$ cat src/rtl/dvr_pkg.sv
package dvr_pkg;
  // Default geometry of the router
  localparam int DVR_CHANNELS = 4;
  localparam int DVR_VEC_W    = 6;
  localparam int DVR_CNT_W    = 16;

  // Target of a software write
  typedef enum logic {
    WSEL_VECTOR  = 1'b0,
    WSEL_COUNTER = 1'b1
  } wsel_e;
endpackage

$ cat src/rtl/dvr_channel.sv
module dvr_channel #(
  parameter int VEC_W = 6,
  parameter int CNT_W = 16
) (
  input  logic             clk,
  input  logic             rst_n,
  input  logic             wr_vec,
  input  logic             wr_cnt,
  input  logic [CNT_W-1:0] wr_data,
  input  logic             done,
  output logic [VEC_W-1:0] vec_o,
  output logic [CNT_W-1:0] cnt_o,
  output logic             end_o
);
  logic [VEC_W-1:0] vec_q;
  logic [CNT_W-1:0] cnt_q;
  logic             end_q;
  logic             step;
  logic             last;

  // A done pulse counts unless a counter write overrides it
  assign step = done && !wr_cnt && (cnt_q != '0);
  assign last = step && (cnt_q == CNT_W'(1));

  always_ff @(posedge clk or negedge rst_n) begin
    if (!rst_n) begin
      vec_q <= '0;
      cnt_q <= '0;
      end_q <= 1'b0;
    end else begin
      end_q <= last;
      if (wr_cnt)    cnt_q <= wr_data;
      else if (step) cnt_q <= cnt_q - CNT_W'(1);
      if (wr_vec)    vec_q <= wr_data[VEC_W-1:0];
      else if (last) vec_q <= '0;
    end
  end

  assign vec_o = vec_q;
  assign cnt_o = cnt_q;
  assign end_o = end_q;

  // the end pulse lasts one cycle and finds the counter at zero
  a_r6_end_single: assert property (@(posedge clk) disable iff (!rst_n)
    end_q |=> !end_q);
  a_r6_end_at_zero: assert property (@(posedge clk) disable iff (!rst_n)
    end_q |-> (cnt_q == '0));
  // a channel that has just ended is disarmed unless rewritten
  a_r6_disarm: assert property (@(posedge clk) disable iff (!rst_n)
    (end_q && !$past(wr_vec)) |-> (vec_q == '0));
  // a done pulse at zero leaves the counter alone
  a_r5_hold_zero: assert property (@(posedge clk) disable iff (!rst_n)
    (done && !wr_cnt && cnt_q == '0) |=> (cnt_q == '0 && !end_q));
  // a vector write is visible on the next clock
  a_r7_vec_write: assert property (@(posedge clk) disable iff (!rst_n)
    wr_vec |=> (vec_q == $past(wr_data[VEC_W-1:0])));
endmodule

$ cat src/rtl/dvr_match.sv
module dvr_match #(
  parameter int NUM_CH = 4,
  parameter int VEC_W  = 6
) (
  input  logic                        clk,
  input  logic                        rst_n,
  input  logic [NUM_CH-1:0][VEC_W-1:0] vecs,
  input  logic [VEC_W-1:0]            req_vec,
  output logic                        hit,
  output logic [NUM_CH-1:0]           sel
);
  logic [NUM_CH-1:0] eq;

  // Disarmed channels (vector 0) never compare equal
  for (genvar g = 0; g < NUM_CH; g++) begin : g_cmp
    assign eq[g] = (vecs[g] != '0) && (vecs[g] == req_vec);
  end

  // Lowest index wins: scan from the top down, keeping the last hit
  always_comb begin
    sel = '0;
    hit = 1'b0;
    for (int i = NUM_CH - 1; i >= 0; i--) begin
      if (eq[i]) begin
        sel    = '0;
        sel[i] = 1'b1;
        hit    = 1'b1;
      end
    end
  end

  // at most one channel selected, and only among equal ones
  a_r4_onehot: assert property (@(posedge clk) disable iff (!rst_n)
    $onehot0(sel) && ((sel & ~eq) == '0));
  // nothing below the selected channel also matched
  a_r4_lowest: assert property (@(posedge clk) disable iff (!rst_n)
    hit |-> ((eq & (sel - NUM_CH'(1))) == '0));
endmodule

$ cat src/rtl/dma_vec_router.sv
module dma_vec_router
  import dvr_pkg::*;
#(
  parameter int NUM_CH = DVR_CHANNELS,
  parameter int VEC_W  = DVR_VEC_W,
  parameter int CNT_W  = DVR_CNT_W,
  localparam int CH_W  = (NUM_CH > 1) ? $clog2(NUM_CH) : 1
) (
  input  logic                    clk,
  input  logic                    rst_n,
  input  logic                    req_valid,
  output logic                    req_ready,
  input  logic [VEC_W-1:0]        req_vec,
  input  logic                    wr_en,
  input  logic [CH_W-1:0]         wr_ch,
  input  logic                    wr_sel,
  input  logic [CNT_W-1:0]        wr_data,
  input  logic [NUM_CH-1:0]       xfer_done,
  output logic                    grant_valid,
  output logic [NUM_CH-1:0]       grant_ch,
  output logic                    cpu_irq_valid,
  output logic [VEC_W-1:0]        cpu_irq_vec,
  output logic [NUM_CH*CNT_W-1:0] cnt_flat,
  output logic [NUM_CH-1:0]       end_irq
);
  logic [NUM_CH-1:0][VEC_W-1:0] vecs;
  logic [NUM_CH-1:0]            sel;
  logic                         hit;
  logic                         grant_q, cpu_q;
  logic [NUM_CH-1:0]            grant_ch_q;
  logic [VEC_W-1:0]             cpu_vec_q;

  assign req_ready = 1'b1;

  for (genvar g = 0; g < NUM_CH; g++) begin : g_ch
    logic wv, wc;
    assign wv = wr_en && (wr_ch == CH_W'(g)) && (wsel_e'(wr_sel) == WSEL_VECTOR);
    assign wc = wr_en && (wr_ch == CH_W'(g)) && (wsel_e'(wr_sel) == WSEL_COUNTER);
    dvr_channel #(.VEC_W(VEC_W), .CNT_W(CNT_W)) u_ch (
      .clk     (clk),
      .rst_n   (rst_n),
      .wr_vec  (wv),
      .wr_cnt  (wc),
      .wr_data (wr_data),
      .done    (xfer_done[g]),
      .vec_o   (vecs[g]),
      .cnt_o   (cnt_flat[g*CNT_W +: CNT_W]),
      .end_o   (end_irq[g])
    );
  end

  dvr_match #(.NUM_CH(NUM_CH), .VEC_W(VEC_W)) u_match (
    .clk     (clk),
    .rst_n   (rst_n),
    .vecs    (vecs),
    .req_vec (req_vec),
    .hit     (hit),
    .sel     (sel)
  );

  always_ff @(posedge clk or negedge rst_n) begin
    if (!rst_n) begin
      grant_q    <= 1'b0;
      grant_ch_q <= '0;
      cpu_q      <= 1'b0;
      cpu_vec_q  <= '0;
    end else begin
      grant_q    <= req_valid && hit;
      grant_ch_q <= (req_valid && hit) ? sel : '0;
      cpu_q      <= req_valid && !hit;
      if (req_valid && !hit) cpu_vec_q <= req_vec;
    end
  end

  assign grant_valid   = grant_q;
  assign grant_ch      = grant_ch_q;
  assign cpu_irq_valid = cpu_q;
  assign cpu_irq_vec   = cpu_vec_q;

  // one outcome per accepted request, none without one
  a_r8_one_outcome: assert property (@(posedge clk) disable iff (!rst_n)
    req_valid |=> (grant_valid ^ cpu_irq_valid));
  a_r8_idle: assert property (@(posedge clk) disable iff (!rst_n)
    !req_valid |=> (!grant_valid && !cpu_irq_valid));
  // a grant names exactly one channel
  a_r2_grant_onehot: assert property (@(posedge clk) disable iff (!rst_n)
    grant_valid |-> ($countones(grant_ch) == 1));
  // the forwarded vector is the one requested
  a_r3_fwd_vec: assert property (@(posedge clk) disable iff (!rst_n)
    cpu_irq_valid |-> (cpu_irq_vec == $past(req_vec)));
endmodule

$ cat config.mk
export PLATFORM = sky130hd
export DESIGN_NAME = dma_vec_router
export DESIGN_NICKNAME = d
export VERILOG_FILES = /design/src/rtl/dvr_pkg.sv /design/src/rtl/dvr_channel.sv /design/src/rtl/dvr_match.sv /design/src/rtl/dma_vec_router.sv
export SDC_FILE = /design/constraint.sdc
export NUM_CORES = 1
export LEC_CHECK = 0
export ABC_AREA = 1
export BUFFER_PORTS_ARGS = -buffer_cell sky130_fd_sc_hd__buf_4
export CAP_MARGIN = 20
export CORE_ASPECT_RATIO = 0.9
export CORE_MARGIN = 2
export CORE_UTILIZATION = 50
export DETAILED_ROUTE_END_ITERATION = 10
export PLACE_DENSITY = 0.69
export RECOVER_POWER = 25
export SKIP_CTS_REPAIR_TIMING = 1
export SLEW_MARGIN = 20
export SYNTH_ARGS = -nofsm -noshare
export SYNTH_HDL_FRONTEND = slang
export SYNTH_SLANG_ARGS = --single-unit
$ cat constraint.sdc
create_clock -name clk -period 2.2 [get_ports clk]
set_input_delay 0.11 -clock clk [delete_from_list [all_inputs] [get_ports clk]]
set_output_delay 0.11 -clock clk [all_outputs]
set_load 0.01 [all_outputs]
==> results of run 1 <==
-- cell type report --
cell class / instances / area [um2]
clock buffers: 9 / 225.2
clock inverters: 7 / 63.81
fillers: 1213 / 4937
inverters: 105 / 396.6
multi-input cells: 653 / 3316
flip-flops and latches: 104 / 2603
well taps: 164 / 205.2
repair buffers: 125 / 940.9
-- flip-flops by register name, indices dropped and copies added, names as in the netlist --
signal	count
cpu_irq_valid	1
cpu_irq_vec	6
g_ch.u_ch.cnt_o	64
g_ch.u_ch.end_o	4
g_ch.u_ch.vec_o	24
grant_ch	4
grant_valid	1
-- metal layers --
metal / global-route usage / part of all wire / vias to the layer above
li1: - / - / 3062
met1: 0.3920 / 0.48 / 2854
met2: 0.4070 / 0.44 / 199
met3: 0.05994 / 0.064 / 30
met4: 0.08689 / 0.023 / 0
met5: 0 / 0 / -
-- report_power, final --
group | switching, W | internal [W]
clock | 0.000811 | 0.000793
sequential | 0.000861 | 0.00254
combinational | 0.00225 | 0.00179
total | 0.00392 | 0.00513
-- cells in the final DEF (no fill, tap or decap), drive strengths merged --
cell type and instances:
ha 12, o21ai 40, dlygate4sd3 1, xor2 33
dfrtp 104, and2 1, nand3 138, o22ai 6
o211ai 15, a21oi 3, clkbuf 11, conb 1
buf 122, and3 1, o31ai 1, clkinv 2
nor4 6, a31oi 1, a22oi 1, nor3 6
clkinvlp 2, or2 2, xnor2 18, inv 108
nor3b 2, nand4 15, nand2 246, nor2 105
-- worst max-delay path by stage --
stage | startpoint | endpoint | slack [ps] | cells after the start
2_1_floorplan | g_ch[1].u_ch.cnt_o[6] | g_ch[1].u_ch.end_o | 640 | 8
3_3_place_gp | g_ch[1].u_ch.cnt_o[10] | g_ch[1].u_ch.cnt_o[10] | 410 | 9
3_5_place_dp | g_ch[1].u_ch.cnt_o[6] | g_ch[1].u_ch.cnt_o[1] | 360 | 9
4_1_cts | g_ch[1].u_ch.cnt_o[6] | g_ch[1].u_ch.cnt_o[8] | 330 | 9
5_1_grt | g_ch[1].u_ch.cnt_o[9] | g_ch[1].u_ch.cnt_o[4] | 160 | 9
6_report | g_ch[1].u_ch.cnt_o[6] | g_ch[1].u_ch.cnt_o[8] | 290 | 9
-- stage by stage --
| step | hold WS [ps] | area [um2] | util |
|---|---|---|---|
| 3_5_place_dp | 226.7 | 7463 | 0.5883 |
| 6_report | -0.1791 | 7750 | 0.6108 |
| 4_1_cts | -163.2 | 7752 | 0.6110 |
| 5_1_grt | 2.502 | 7750 | 0.6108 |
| 2_1_floorplan | -185.6 | 6470 | - |
| 3_3_place_gp | 225.5 | 7463 | 0.5883 |
-- cells by family (layout without fill, tap and decap cells) --
family	after synthesis	in the layout	synth area share
flip-flops	104	104	0.4022
buffers and inverters	132	246	0.08528
AO/OA/AOI/OAI	67	67	0.06498
XOR/XNOR	51	51	0.06904
other	1	1	0.0005796
AND/OR/NAND/NOR	522	522	0.3547
adder cells (fa/ha/maj)	12	12	0.02321
-- critical path, stage by stage (launching register included) --
cell and delay, ps:
dfrtp_1 440, nor2_1 290, nand2_2 110, nor2_4 140, nand3_4 130, nand2_8 140, inv_4 90, nor2_4 270
nand2_1 120, o211ai_2 80
==> flow_metrics.py, run 1 <==
metrics = {
    "outcome": {
        "outcome": "complete, but fails checks",
        "violations": "hold timing",
    },
    "synth": {
        "synth_area_leaders": "dfrtp_1 40%, nand2_1 14%, nand3_1 11%",
        "synth_top_area_share": 0.4022,
        "synthCells": 889,
        "ys.flop_type": "dfrtp_1",
        "async_flop_share": 1.000,
        "synth_top_area_cell": "dfrtp_1",
        "synth_warnings": 0,
        "post-synth-top-count-cell": "nand2_1",
        "synth_commonest_cells": "242 x nand2_1, 136 x nand3_1, 104 x dfrtp_1",
        "avgSynthCellArea_um2": 7.278,
        "synth-edff-count": 0,
        "ys_types": 40,
        "synth_nets": 934,
        "seq_area_frac_synth": 0.4022,
        "ys_seq_elements": 104,
        "syn_area_mm2": 0.006470,
    },
    "global_route": {
        "grt-ovfl-total": 0,
        "grt_max_degree": 105,
        "grt_pass1_vias": 5707,
        "antenna_found_initial": 0,
        "grt_usage": 0.2719,
        "grt_pass1_wl_um": 29220,
    },
    "critical_path": {
        "cp.required_ps": 2480,
        "worstRegToRegCells": 9,
        "r2r_start": "g_ch[1].u_ch.cnt_o[6]",
        "end_kind": "flop",
        "rr_endpoint": "g_ch[1].u_ch.cnt_o[8]",
        "r2r_slack_ps": 290,
        "cp_max_fo": 13,
        "worst-endpoint-arrival_ps": 2180,
        "cp-start-kind": "flop",
        "path_class": "flop to flop",
    },
    "timing": {
        "period_minus_slack_ps": 1906,
        "period_share": 0.8664,
        "fin_ws_ps": 294.0,
        "max_freq_mhz": 524.7,
        "fin_setup_tns_ps": 0,
        "finalHoldViolCount": 1,
        "finClkSkew_ps": 11.81,
        "slew_headroom": 0.04287,
        "setup_violations": 0,
        "worst_pin_slew_ps": 1436,
        "finalMaxSlewViolations": 0,
        "whs_ps": -0.1791,
        "rsz0062_at_grt": "false",
    },
    "power": {
        "peakVddDrop_mv": 0.6885,
        "powerDensity_mw_per_mm2": 1168,
        "power_leakage_nw": 3.958,
        "power.total_w": 0.009048,
    },
    "place": {
        "port_buffers": 112,
        "gp_congestion": 0.8806,
        "hpwl_um": 13210,
        "pre_cts_ws_ps": 357.8,
        "dp_cells": 1150,
    },
    "routing": {
        "routed_via_density": 5.266,
        "firstDrtPassIters": 5,
        "drt_wl_total_um": 18010,
        "drtIter0Drc": 491,
        "drc_errors": 0,
        "wire_per_inst_um": 15.43,
        "ant_nets": 0,
        "vias": 6145,
    },
    "clock_network": {
        "clk_path_buf_depth": 2,
        "cts.sinks": 104,
        "cts_root_buf": "clkbuf_16",
        "cts_tree": "done",
        "clk_pin_slew_worst_paths_ps": 80,
        "cts_max_level": 3,
        "cts_buffers": 9,
        "clk_latency_ps": 360,
    },
    "flow_run": {
        "cap_violations": 0,
    },
    "floorplan": {
        "ios": 114,
        "start_util": 0.5100,
        "rows": 39,
        "die_w_um": 123.9,
        "die_h_um": 111.9,
        "core_area_mm2": 0.01269,
        "die_area_mm2": 0.01387,
    },
    "worst_hold_path": {
        "worstHoldEndpoint": "grant_ch[0]",
        "min_from": "req_valid",
        "holdPathStages": 3,
        "hold_class": "primary input to flop",
    },
    "finish": {
        "final_nets": 1043,
        "fin_cells": 1167,
        "drive_above_1_share": 0.1735,
        "synthToLayoutAreaGrowth_pct": 19.78,
        "n_antenna_cell": 0,
    },
}
No activity file was read; power rests on OpenSTA's default activity.
==> run 2, diff against run 1 <==
- BUFFER_PORTS_ARGS: -buffer_cell sky130_fd_sc_hd__buf_4 -> -buffer_cell sky130_fd_sc_hd__buf_2
- SLEW_MARGIN: 20 -> not set
==> flow_metrics.py, run 2 (synthesis results as in run 1) <==
metrics = {
    "outcome": {
        "outcome": "complete, but fails checks",
        "violations": "hold timing",
    },
    "critical_path": {
        "worstPathCellList": "nor2_2, nand2_1, nor4_1, nand2_1, nand2_1, inv_2, nand2_1, nand3_1",
        "slowest_stage": "dfrtp_1",
        "end_kind": "flop",
        "cp_common_cell": "nand2_1",
        "worst-endpoint-arrival_ps": 2120,
        "slowest_delay_ps": 440,
        "cp-start-kind": "flop",
        "path_class": "flop to flop",
        "cp.required_ps": 2430,
        "worstRegToRegCells": 8,
        "cp_max_fo": 14,
        "r2r_slack_ps": 310,
    },
    "timing": {
        "setup_violations": 0,
        "finClkSkew_ps": 7.448,
        "max_freq_mhz": 528.9,
        "fin_setup_tns_ps": 0,
        "whs_ps": -9.251,
        "slew_headroom": 0.3714,
        "fin_ws_ps": 309.2,
        "period_minus_slack_ps": 1891,
        "finalMaxSlewViolations": 0,
        "period_share": 0.8595,
        "worst_pin_slew_ps": 942.9,
        "finalHoldViolCount": 2,
        "rsz0062_at_grt": "false",
    },
    "routing": {
        "ant_nets": 0,
        "vias": 6149,
        "drtIter0Drc": 534,
        "wire_per_inst_um": 15.36,
        "routed_via_density": 5.265,
        "firstDrtPassIters": 5,
        "drt_wl_total_um": 17940,
        "drc_errors": 0,
    },
    "clock_network": {
        "clk_path_buf_depth": 2,
        "clk_pin_slew_worst_paths_ps": 80,
        "cts.sinks": 104,
        "cts_max_level": 3,
        "cts_root_buf": "clkbuf_16",
        "cts_buffers": 9,
        "clk_latency_ps": 360,
        "cts_tree": "done",
    },
    "power": {
        "clkPwrFrac": 0.194,
        "netSwitchingFraction": 0.4392,
        "power_frac_comb": 0.422,
        "internal-power_w": 0.004938,
        "p_switching_w": 0.003868,
        "power_frac_seq": 0.383,
        "power_leakage_nw": 3.847,
        "powerDensity_mw_per_mm2": 1178,
        "peakVddDrop_mv": 0.7521,
    },
    "finish": {
        "synthToLayoutAreaGrowth_pct": 15.53,
        "layout_commonest_cell": "nand2_1",
        "largest_reg_flops": 64,
        "final_nets": 1044,
        "final_core_utilization": 0.5892,
        "final_cell_mix": "242 x nand2_1, 136 x nand3_1, 104 x dfrtp_1",
        "n_antenna_cell": 0,
        "num-fill-cells": 1253,
        "drive_above_1_share": 0.1564,
    },
    "flow_run": {
        "cap_violations": 0,
    },
    "floorplan": {
        "start_util": 0.5100,
        "ios": 114,
        "core_area_mm2": 0.01269,
        "die_w_um": 123.9,
        "die_area_mm2": 0.01387,
        "die_h_um": 111.9,
        "rows": 39,
    },
    "place": {
        "gp_congestion": 0.9303,
        "pre_cts_ws_ps": 321.5,
        "hpwl_um": 13360,
        "port_buffers": 112,
    },
    "global_route": {
        "grt_pass1_wl_um": 29220,
        "grt_usage": 0.2739,
        "use_met3": 0.05430,
        "grt_pass1_vias": 5584,
        "grt-ovfl-total": 0,
        "met1_usage": 0.4068,
        "gr-usage-met2": 0.4070,
        "grt_max_degree": 52,
        "busiest_layer": "met2",
        "antenna_found_initial": 0,
    },
    "worst_hold_path": {
        "hold_class": "primary input to flop",
        "holdPathStages": 3,
    },
}
## run 2: per-stage QoR
stage	hold slack [ps]	instances	power [W]	cell area, um2
2_1_floorplan	-185.6	889	0.005833	6470
6_report	-9.251	1168	0.008806	7475
3_3_place_gp	107.9	1151	0.007044	7193
5_1_grt	16.85	1168	0.009573	7475
4_1_cts	-270.5	1167	0.008850	7502
3_5_place_dp	113.4	1151	0.007102	7193
## run 2: worst paths after layout
check | from | endpoint
worst min-delay path | req_valid | grant_ch[0]
worst max-delay path | g_ch[3].u_ch.cnt_o[8] | g_ch[3].u_ch.cnt_o[13]
min in group asynchronous | rst_n | g_ch[3].u_ch.vec_o[2]
max in group asynchronous | rst_n | g_ch[0].u_ch.cnt_o[12]
worst min register to register | cpu_irq_vec[2] | cpu_irq_vec[2]
worst max register to register | g_ch[3].u_ch.cnt_o[8] | g_ch[3].u_ch.cnt_o[13]
## run 2: worst max-delay path: cells and delay by family, from the launching register on
family,cells,cell delay [ps]
and+or+nand+nor,7,1110
DFF,1,440
buffers and inverters,1,220
## run 2: metal layers
layer	share of wire	vias to the layer above	wire length (um)
met4	0.016	0	293
met5	0	-	0
met3	0.056	23	996
met2	0.44	187	7940
li1	-	3072	-
met1	0.49	2867	8709
## run 2: power by group through the flow
stage | Combinational (W) | Sequential (W) | Clock (W)
after floorplan | 0.00236 | 0.00347 | 0
final | 0.00372 | 0.00337 | 0.00171
after global routing | 0.00425 | 0.00350 | 0.00183
after detailed placement | 0.00372 | 0.00339 | 0
after global placement | 0.00367 | 0.00337 | 0
after CTS | 0.00374 | 0.00336 | 0.00175
## run 2: final cells by class
cell class	count	area, um2	area share
repair buffers	126	645.6	0.08637
well taps	164	205.2	0.02745
clock buffers	9	225.2	0.03013
multi-input cells	653	3316	0.4436
clock inverters	7	83.83	0.01122
inverters	105	396.6	0.05306
flip-flops and latches	104	2603	0.3482
